--- src/rtl/irq_bank_pkg.sv ---
package irq_bank_pkg;
  localparam int DATA_W = 8;
  localparam int ADDR_W = 7;

  // register kind within a group: addr[3:2]
  typedef enum logic [1:0] {REG_STATUS = 2'd0, REG_REQUEST = 2'd1, REG_MASK = 2'd2, REG_NONE = 2'd3} reg_kind_t;

  localparam int NGROUPS = 3;
  localparam logic [DATA_W-1:0] A_LATCH = 8'h1C;
  localparam logic [DATA_W-1:0] A_FORCE = 8'h80;
  localparam logic [DATA_W-1:0] A_USED  = 8'hFF;
  localparam logic [DATA_W-1:0] A_POR   = 8'h10;
  localparam logic [DATA_W-1:0] F_FORCE = 8'h80;
  localparam logic [DATA_W-1:0] F_USED  = 8'hD1;

  function automatic logic [DATA_W-1:0] masked_req(input logic [DATA_W-1:0] st, input logic [DATA_W-1:0] mk);
    return st & mk;
  endfunction

  function automatic logic [DATA_W-1:0] status_of(input logic [DATA_W-1:0] lvl, input logic [DATA_W-1:0] held,
                                                  input logic [DATA_W-1:0] latch_bits, input logic [DATA_W-1:0] force_bits,
                                                  input logic [DATA_W-1:0] used_bits);
    return force_bits | (held & latch_bits) | (lvl & used_bits & ~latch_bits & ~force_bits);
  endfunction
endpackage

--- src/rtl/irq_bus_decode.sv ---
module irq_bus_decode
  import irq_bank_pkg::*;
#(
  parameter int AW = ADDR_W
) (
  input  logic [AW-1:0]      addr,
  input  logic               wr,
  output logic               hit,
  output logic [1:0]         grp,
  output reg_kind_t          kind,
  output logic [NGROUPS-1:0] mask_we,
  output logic               clr_we
);
  logic [1:0] grp_field;
  logic       upper_zero;

  assign grp_field  = addr[5:4];
  assign upper_zero = (addr[AW-1:6] == '0);

  always_comb begin
    hit  = upper_zero && (addr[1:0] == 2'b00) && (grp_field != 2'd0) && (addr[3:2] != 2'd3);
    grp  = grp_field - 2'd1;
    kind = hit ? reg_kind_t'(addr[3:2]) : REG_NONE;
  end

  for (genvar g = 0; g < NGROUPS; g++) begin : g_mwe
    assign mask_we[g] = wr && hit && (kind == REG_MASK) && (grp == 2'(g));
  end

  assign clr_we = wr && hit && (kind == REG_REQUEST) && (grp == 2'd0);
endmodule

--- src/rtl/irq_group.sv ---
module irq_group
  import irq_bank_pkg::*;
#(
  parameter logic [DATA_W-1:0] LATCH_BITS  = '0,
  parameter logic [DATA_W-1:0] FORCE_BITS  = '0,
  parameter logic [DATA_W-1:0] USED_BITS   = '1,
  parameter logic [DATA_W-1:0] RESET_LATCH = '0
) (
  input  logic              clk,
  input  logic              rst_n,
  input  logic [DATA_W-1:0] src,
  input  logic              clr_we,
  input  logic [DATA_W-1:0] clr_data,
  input  logic              mask_we,
  input  logic [DATA_W-1:0] mask_wd,
  output logic [DATA_W-1:0] status,
  output logic [DATA_W-1:0] mask,
  output logic [DATA_W-1:0] req,
  output logic              any_req
);
  logic [DATA_W-1:0] latch_q, mask_q;
  logic [DATA_W-1:0] clr_vec, set_vec;

  assign clr_vec = clr_we ? (clr_data & LATCH_BITS) : '0;
  assign set_vec = src & LATCH_BITS;

  always_ff @(posedge clk) begin
    if (!rst_n) begin
      latch_q <= RESET_LATCH & LATCH_BITS;
      mask_q  <= '0;
    end else begin
      latch_q <= (latch_q & ~clr_vec) | set_vec;
      if (mask_we) mask_q <= mask_wd;
    end
  end

  assign status  = status_of(src, latch_q, LATCH_BITS, FORCE_BITS, USED_BITS);
  assign mask    = mask_q;
  assign req     = masked_req(status, mask_q);
  assign any_req = |req;

  // mask only changes on its own write strobe
  a_r3_mask_hold: assert property (@(posedge clk) disable iff (!rst_n)
    !mask_we |=> $stable(mask_q));

  // an event seen at an edge is held afterwards, whatever the clear did
  a_r9_set_wins: assert property (@(posedge clk) disable iff (!rst_n)
    1'b1 |=> ((latch_q & $past(set_vec)) == $past(set_vec)));

  // a clear with no coincident event empties the chosen latches
  a_r8_clear: assert property (@(posedge clk) disable iff (!rst_n)
    clr_we |=> ((latch_q & $past(clr_data & ~src & LATCH_BITS)) == '0));
endmodule

--- src/rtl/irq_bank3.sv ---
module irq_bank3
  import irq_bank_pkg::*;
(
  input  logic              clk,
  input  logic              rst_n,
  input  logic [ADDR_W-1:0] bus_addr,
  input  logic              bus_wr,
  input  logic [DATA_W-1:0] bus_wdata,
  output logic [DATA_W-1:0] bus_rdata,
  input  logic [DATA_W-1:0] src_a,
  input  logic [DATA_W-1:0] src_b,
  input  logic [DATA_W-1:0] src_f,
  output logic              irq,
  output logic              fiq
);
  logic              hit, clr_we;
  logic [1:0]        grp;
  reg_kind_t         kind;
  logic [NGROUPS-1:0] mask_we, any_req;
  logic [DATA_W-1:0] st   [NGROUPS];
  logic [DATA_W-1:0] mk   [NGROUPS];
  logic [DATA_W-1:0] rq   [NGROUPS];
  logic [DATA_W-1:0] srcs [NGROUPS];

  assign srcs[0] = src_a;
  assign srcs[1] = src_b;
  assign srcs[2] = src_f;

  irq_bus_decode #(.AW(ADDR_W)) u_dec (
    .addr(bus_addr), .wr(bus_wr), .hit(hit), .grp(grp), .kind(kind),
    .mask_we(mask_we), .clr_we(clr_we)
  );

  for (genvar g = 0; g < NGROUPS; g++) begin : g_grp
    localparam logic [DATA_W-1:0] LB = (g == 0) ? A_LATCH : '0;
    localparam logic [DATA_W-1:0] FB = (g == 0) ? A_FORCE : (g == 2) ? F_FORCE : '0;
    localparam logic [DATA_W-1:0] UB = (g == 2) ? F_USED : '1;
    localparam logic [DATA_W-1:0] RB = (g == 0) ? A_POR : '0;
    irq_group #(.LATCH_BITS(LB), .FORCE_BITS(FB), .USED_BITS(UB), .RESET_LATCH(RB)) u_grp (
      .clk(clk), .rst_n(rst_n), .src(srcs[g]),
      .clr_we((g == 0) ? clr_we : 1'b0), .clr_data(bus_wdata),
      .mask_we(mask_we[g]), .mask_wd(bus_wdata),
      .status(st[g]), .mask(mk[g]), .req(rq[g]), .any_req(any_req[g])
    );
  end

  always_comb begin
    bus_rdata = '0;
    if (hit) begin
      unique case (kind)
        REG_STATUS:  bus_rdata = st[grp];
        REG_REQUEST: bus_rdata = rq[grp];
        REG_MASK:    bus_rdata = mk[grp];
        default:     bus_rdata = '0;
      endcase
    end
  end

  assign irq = any_req[0] | any_req[1];
  assign fiq = any_req[2];

  // a write that misses every mask register leaves all masks alone
  a_r12_stray_write: assert property (@(posedge clk) disable iff (!rst_n)
    (bus_wr && (mask_we == '0)) |=> ($stable(mk[0]) && $stable(mk[1]) && $stable(mk[2])));

  // decode never selects more than one mask register
  a_r1_one_mask: assert property (@(posedge clk) disable iff (!rst_n)
    $onehot0(mask_we));
endmodule

--- config.mk ---
export PLATFORM = sky130hd
export DESIGN_NAME = irq_bank3
export DESIGN_NICKNAME = d
export VERILOG_FILES = /design/src/rtl/irq_bank_pkg.sv /design/src/rtl/irq_bus_decode.sv /design/src/rtl/irq_group.sv /design/src/rtl/irq_bank3.sv
export SDC_FILE = /design/constraint.sdc
export NUM_CORES = 1
export LEC_CHECK = 0
export ABC_AREA = 0
export CORE_ASPECT_RATIO = 0.5
export CORE_MARGIN = 1.5
export CORE_UTILIZATION = 47
export DETAILED_ROUTE_END_ITERATION = 10
export PLACE_DENSITY_LB_ADDON = 0.05
export SYNTH_ARGS = -nofsm -noshare
export SYNTH_HDL_FRONTEND = slang
export SYNTH_SLANG_ARGS = --single-unit
--- constraint.sdc ---
create_clock -name clk -period 3.1 [get_ports clk]
set_input_delay 0.465 -clock clk [delete_from_list [all_inputs] [get_ports clk]]
set_output_delay 0.465 -clock clk [all_outputs]
set_load 0.02 [all_outputs]
==> impl_results.md <==
- Pleak: 0.00106 uW
- Vias/cell: 5.80
- Final Hold Viols: 0
- Die width: between 80 and 90 um
- WS Path Type: input port to output port
- Power Dens Cells: about 300 nW/um^2
- Post-layout util: 69.4%
- Cells taking the most area after synthesis: dfxtp_1, mux2i_1, mux2_2
- Hold Crit Class: flop to flop
- Register Area: 541 sq um
- Most frequent cells in the layout: clkdlybuf4s50_1, nor2_1, dfxtp_1
- Post-route DRC: 0
- CP Cell Sequence: clkdlybuf4s50_1 > inv_1 > ha_4 > or4_1 > buf_4 > nor3_1 > nand2_1 > nand3_1 > clkdlybuf4s15_1
- GRT Overall Usage: 26.0%
- Max cap viols: 0
- Synthesis warning total: 0
- CP max stage delay: 510 ps
- Die Ht: 46.3 um
- Area share of the largest cell type after synthesis: 30.6%
- Max-slew violation count: 0
- H-tree Lvls: 1
- CTS Sinks: 27
- Most common cell after layout, fill and taps aside: clkdlybuf4s50_1
- Synth Flop Type: dfxtp_1
- Setup violators final: 0
- Cell taking the most area after synthesis: dfxtp_1
- CTS root buf: clkbuf_8
- Syn_area_per_cell: 8.92 sq um
- Global route overflow: 0
- Clock transition at path regs: 80 ps
- IO Port Bufs: between 40 and 50
- Proportion of layout cells with a drive suffix above 1: 22.3%
- Placed cell area: 2360 sq um
- Post-Syn Instances: 198
- Skew-Pair Late Insertion Delay: 270 ps
- Clock Path Buffers: 2
- WP data required: 2630 ps
- VDD IR max: 0.190 mV
- Hpwl dp: 3660 um
- Via Count: 1727
- Crit path buf inv count: 4
- First DRT Iteration DRCs: ~120
- Die Area: 4160 sq um
- CTS Hold Bufs: 0
- Initial antenna violation count: 0
- Critical-path top delay cell: clkdlybuf4s50_1
- Outcome: finished, final reports clean
- Routed len/inst: 16.7 um
- Post-CTS Setup Bufs: 0
- Yosys reg bits: 27
- I/O Pins: 52
- Synth Net Count: 244
- Area of the multi-input gates: 1230 sq um
- Worst setup margin: 70.3 ps
- Crit path launch type: input port
- Setup Skew: 0 ps
- Worst-path fanout max: 7
- Final hold slack: 502 ps
- Yosys cell types: 37
- Vias in the first global route: around 1600
- Final antenna-violating net count: 0
- Std-Cell Rows: 15
- Final nets: 294
- Critical Path AT: 2560 ps
- First-pass GRT wire length: 7940 um
- Synth-to-Final Area Change: 38.0%
- Worst slew pin tran: around 620 ps
- Crit share post-route: 97.7%
- Core area: 3510 sq um
- Tmin final: 3030 ps
- Largest net degree at the start of global routing: 31
- CTS tree: built
- Inserted Clock Buffers: 3
- Total Power: between 700 and 800 uW
- Antenna Cells: 0
- Placer Congestion: 0.875
- Unrepaired setup endpoints after global routing: true
- Relative slew slack: 59.0%
- CP endpoint kind: output port
- Starting Density: 50.3%
- Drt first pass iters: 5
- Syn Std Cell Area: 1770 sq um
- Final instance area: between 2000 and 2500 sq um
- Post-synthesis sequential area ratio: 30.6%
- CP top delay family: buffers and inverters
- Routed wire length: 4990 um
- Max Freq: approximately 0.33 GHz
- Fillers: 303
- Async SR Flop Fraction: 0%
- Dpl ws: -309 ps
- EDFF count, synth: 0
==> final cells by class <==
class	count	share of cell area [%]
Multi-Input combinational cell	153	50.4
Clock buffer	4	1.85
Inverter	4	0.616
Tap cell	51	2.62
Sequential cell	27	22.2
Timing Repair Buffer	59	22.3
==> timing repair <==
action / CTS / global route
endpoints found under the setup margin: 8 / 8
gates cloned: 0 / 0
gates resized for setup: 11 / 15
==> cells in the mapped netlist, types with 2 or more instances <==
master and count:
inv_1 3, o21a_1 2, nand4_2 2, buf_2 6
dfxtp_1 27, nor2_1 29, a221oi_1 11, clkbuf_1 7
a22oi_1 4, o21ai_0 3, a22o_1 4, mux2_2 18
nand2_1 13, nor2b_1 2, ha_1 4, a21boi_1 2
mux2i_1 24, nand3_1 8, a2111oi_0 5, and3_1 2
a21oi_1 5, a32o_1 2
==> cells by family after synthesis <==
| logic type | Yosys count | share of synthesized area [%] |
|---|---|---|
| flip-flops | 27 | 30.6 |
| XOR/XNOR | 1 | 0.496 |
| multiplexers | 42 | 25.1 |
| AND/OR/NAND/NOR | 64 | 18.0 |
| buffers and inverters | 18 | 4.47 |
| adder cells (fa/ha/maj) | 4 | 2.83 |
| AO/OA/AOI/OAI | 42 | 18.5 |
==> layer usage <==
metal	wire length, um	global-route usage (%)
met2	2300	44.5
met4	23	5.23
met1	2340	34.4
met3	322	5.38
met5	0	0
==> sequential cells by signal (all words and copies together) (netlist names) <==
register,count
g_grp.u_grp.mask,24
g_grp.u_grp.latch_q,3
==> worst reg2reg max path: cells and delay by family, from the launching register on <==
kind           cells  cell delay [ps]
flip-flops         1              390
AO/OA/AOI/OAI      2              330
==> path summary, 6_finish.rpt <==
| kind | startpoint | to | slack (ps) | cells past startpoint |
|---|---|---|---|---|
| worst max register to register | g_grp[0].u_grp.latch_q[2]$_SDFF_PN0_ | g_grp[0].u_grp.latch_q[2]$_SDFF_PN0_ | 2330 | 2 |
| worst max-delay path | bus_addr[4] | bus_rdata[7] | 70 | 9 |
| worst min register to register | g_grp[2].u_grp.mask[3]$_SDFFE_PN0P_ | g_grp[2].u_grp.mask[3]$_SDFFE_PN0P_ | 500 | 2 |
| worst min-delay path | g_grp[2].u_grp.mask[3]$_SDFFE_PN0P_ | g_grp[2].u_grp.mask[3]$_SDFFE_PN0P_ | 500 | 2 |
==> per-stage QoR <==
| stage | std cells | setup TNS (ps) |
|---|---|---|
| floorplan | 198 | 0 |
| global placement | 294 | -1750 |
| detailed placement | 294 | -2120 |
| CTS | 298 | 0 |
| global route | 298 | -8.79 |
| finish | 298 | 0 |
==> report_power, final <==
| part | internal [uW] | switching, uW |
|---|---|---|
| Combinational | 89.1 | 79.1 |
| Sequential | 349 | 2.23 |
| Clock | 92.1 | 106 |
(Power assumes the default switching activity.)
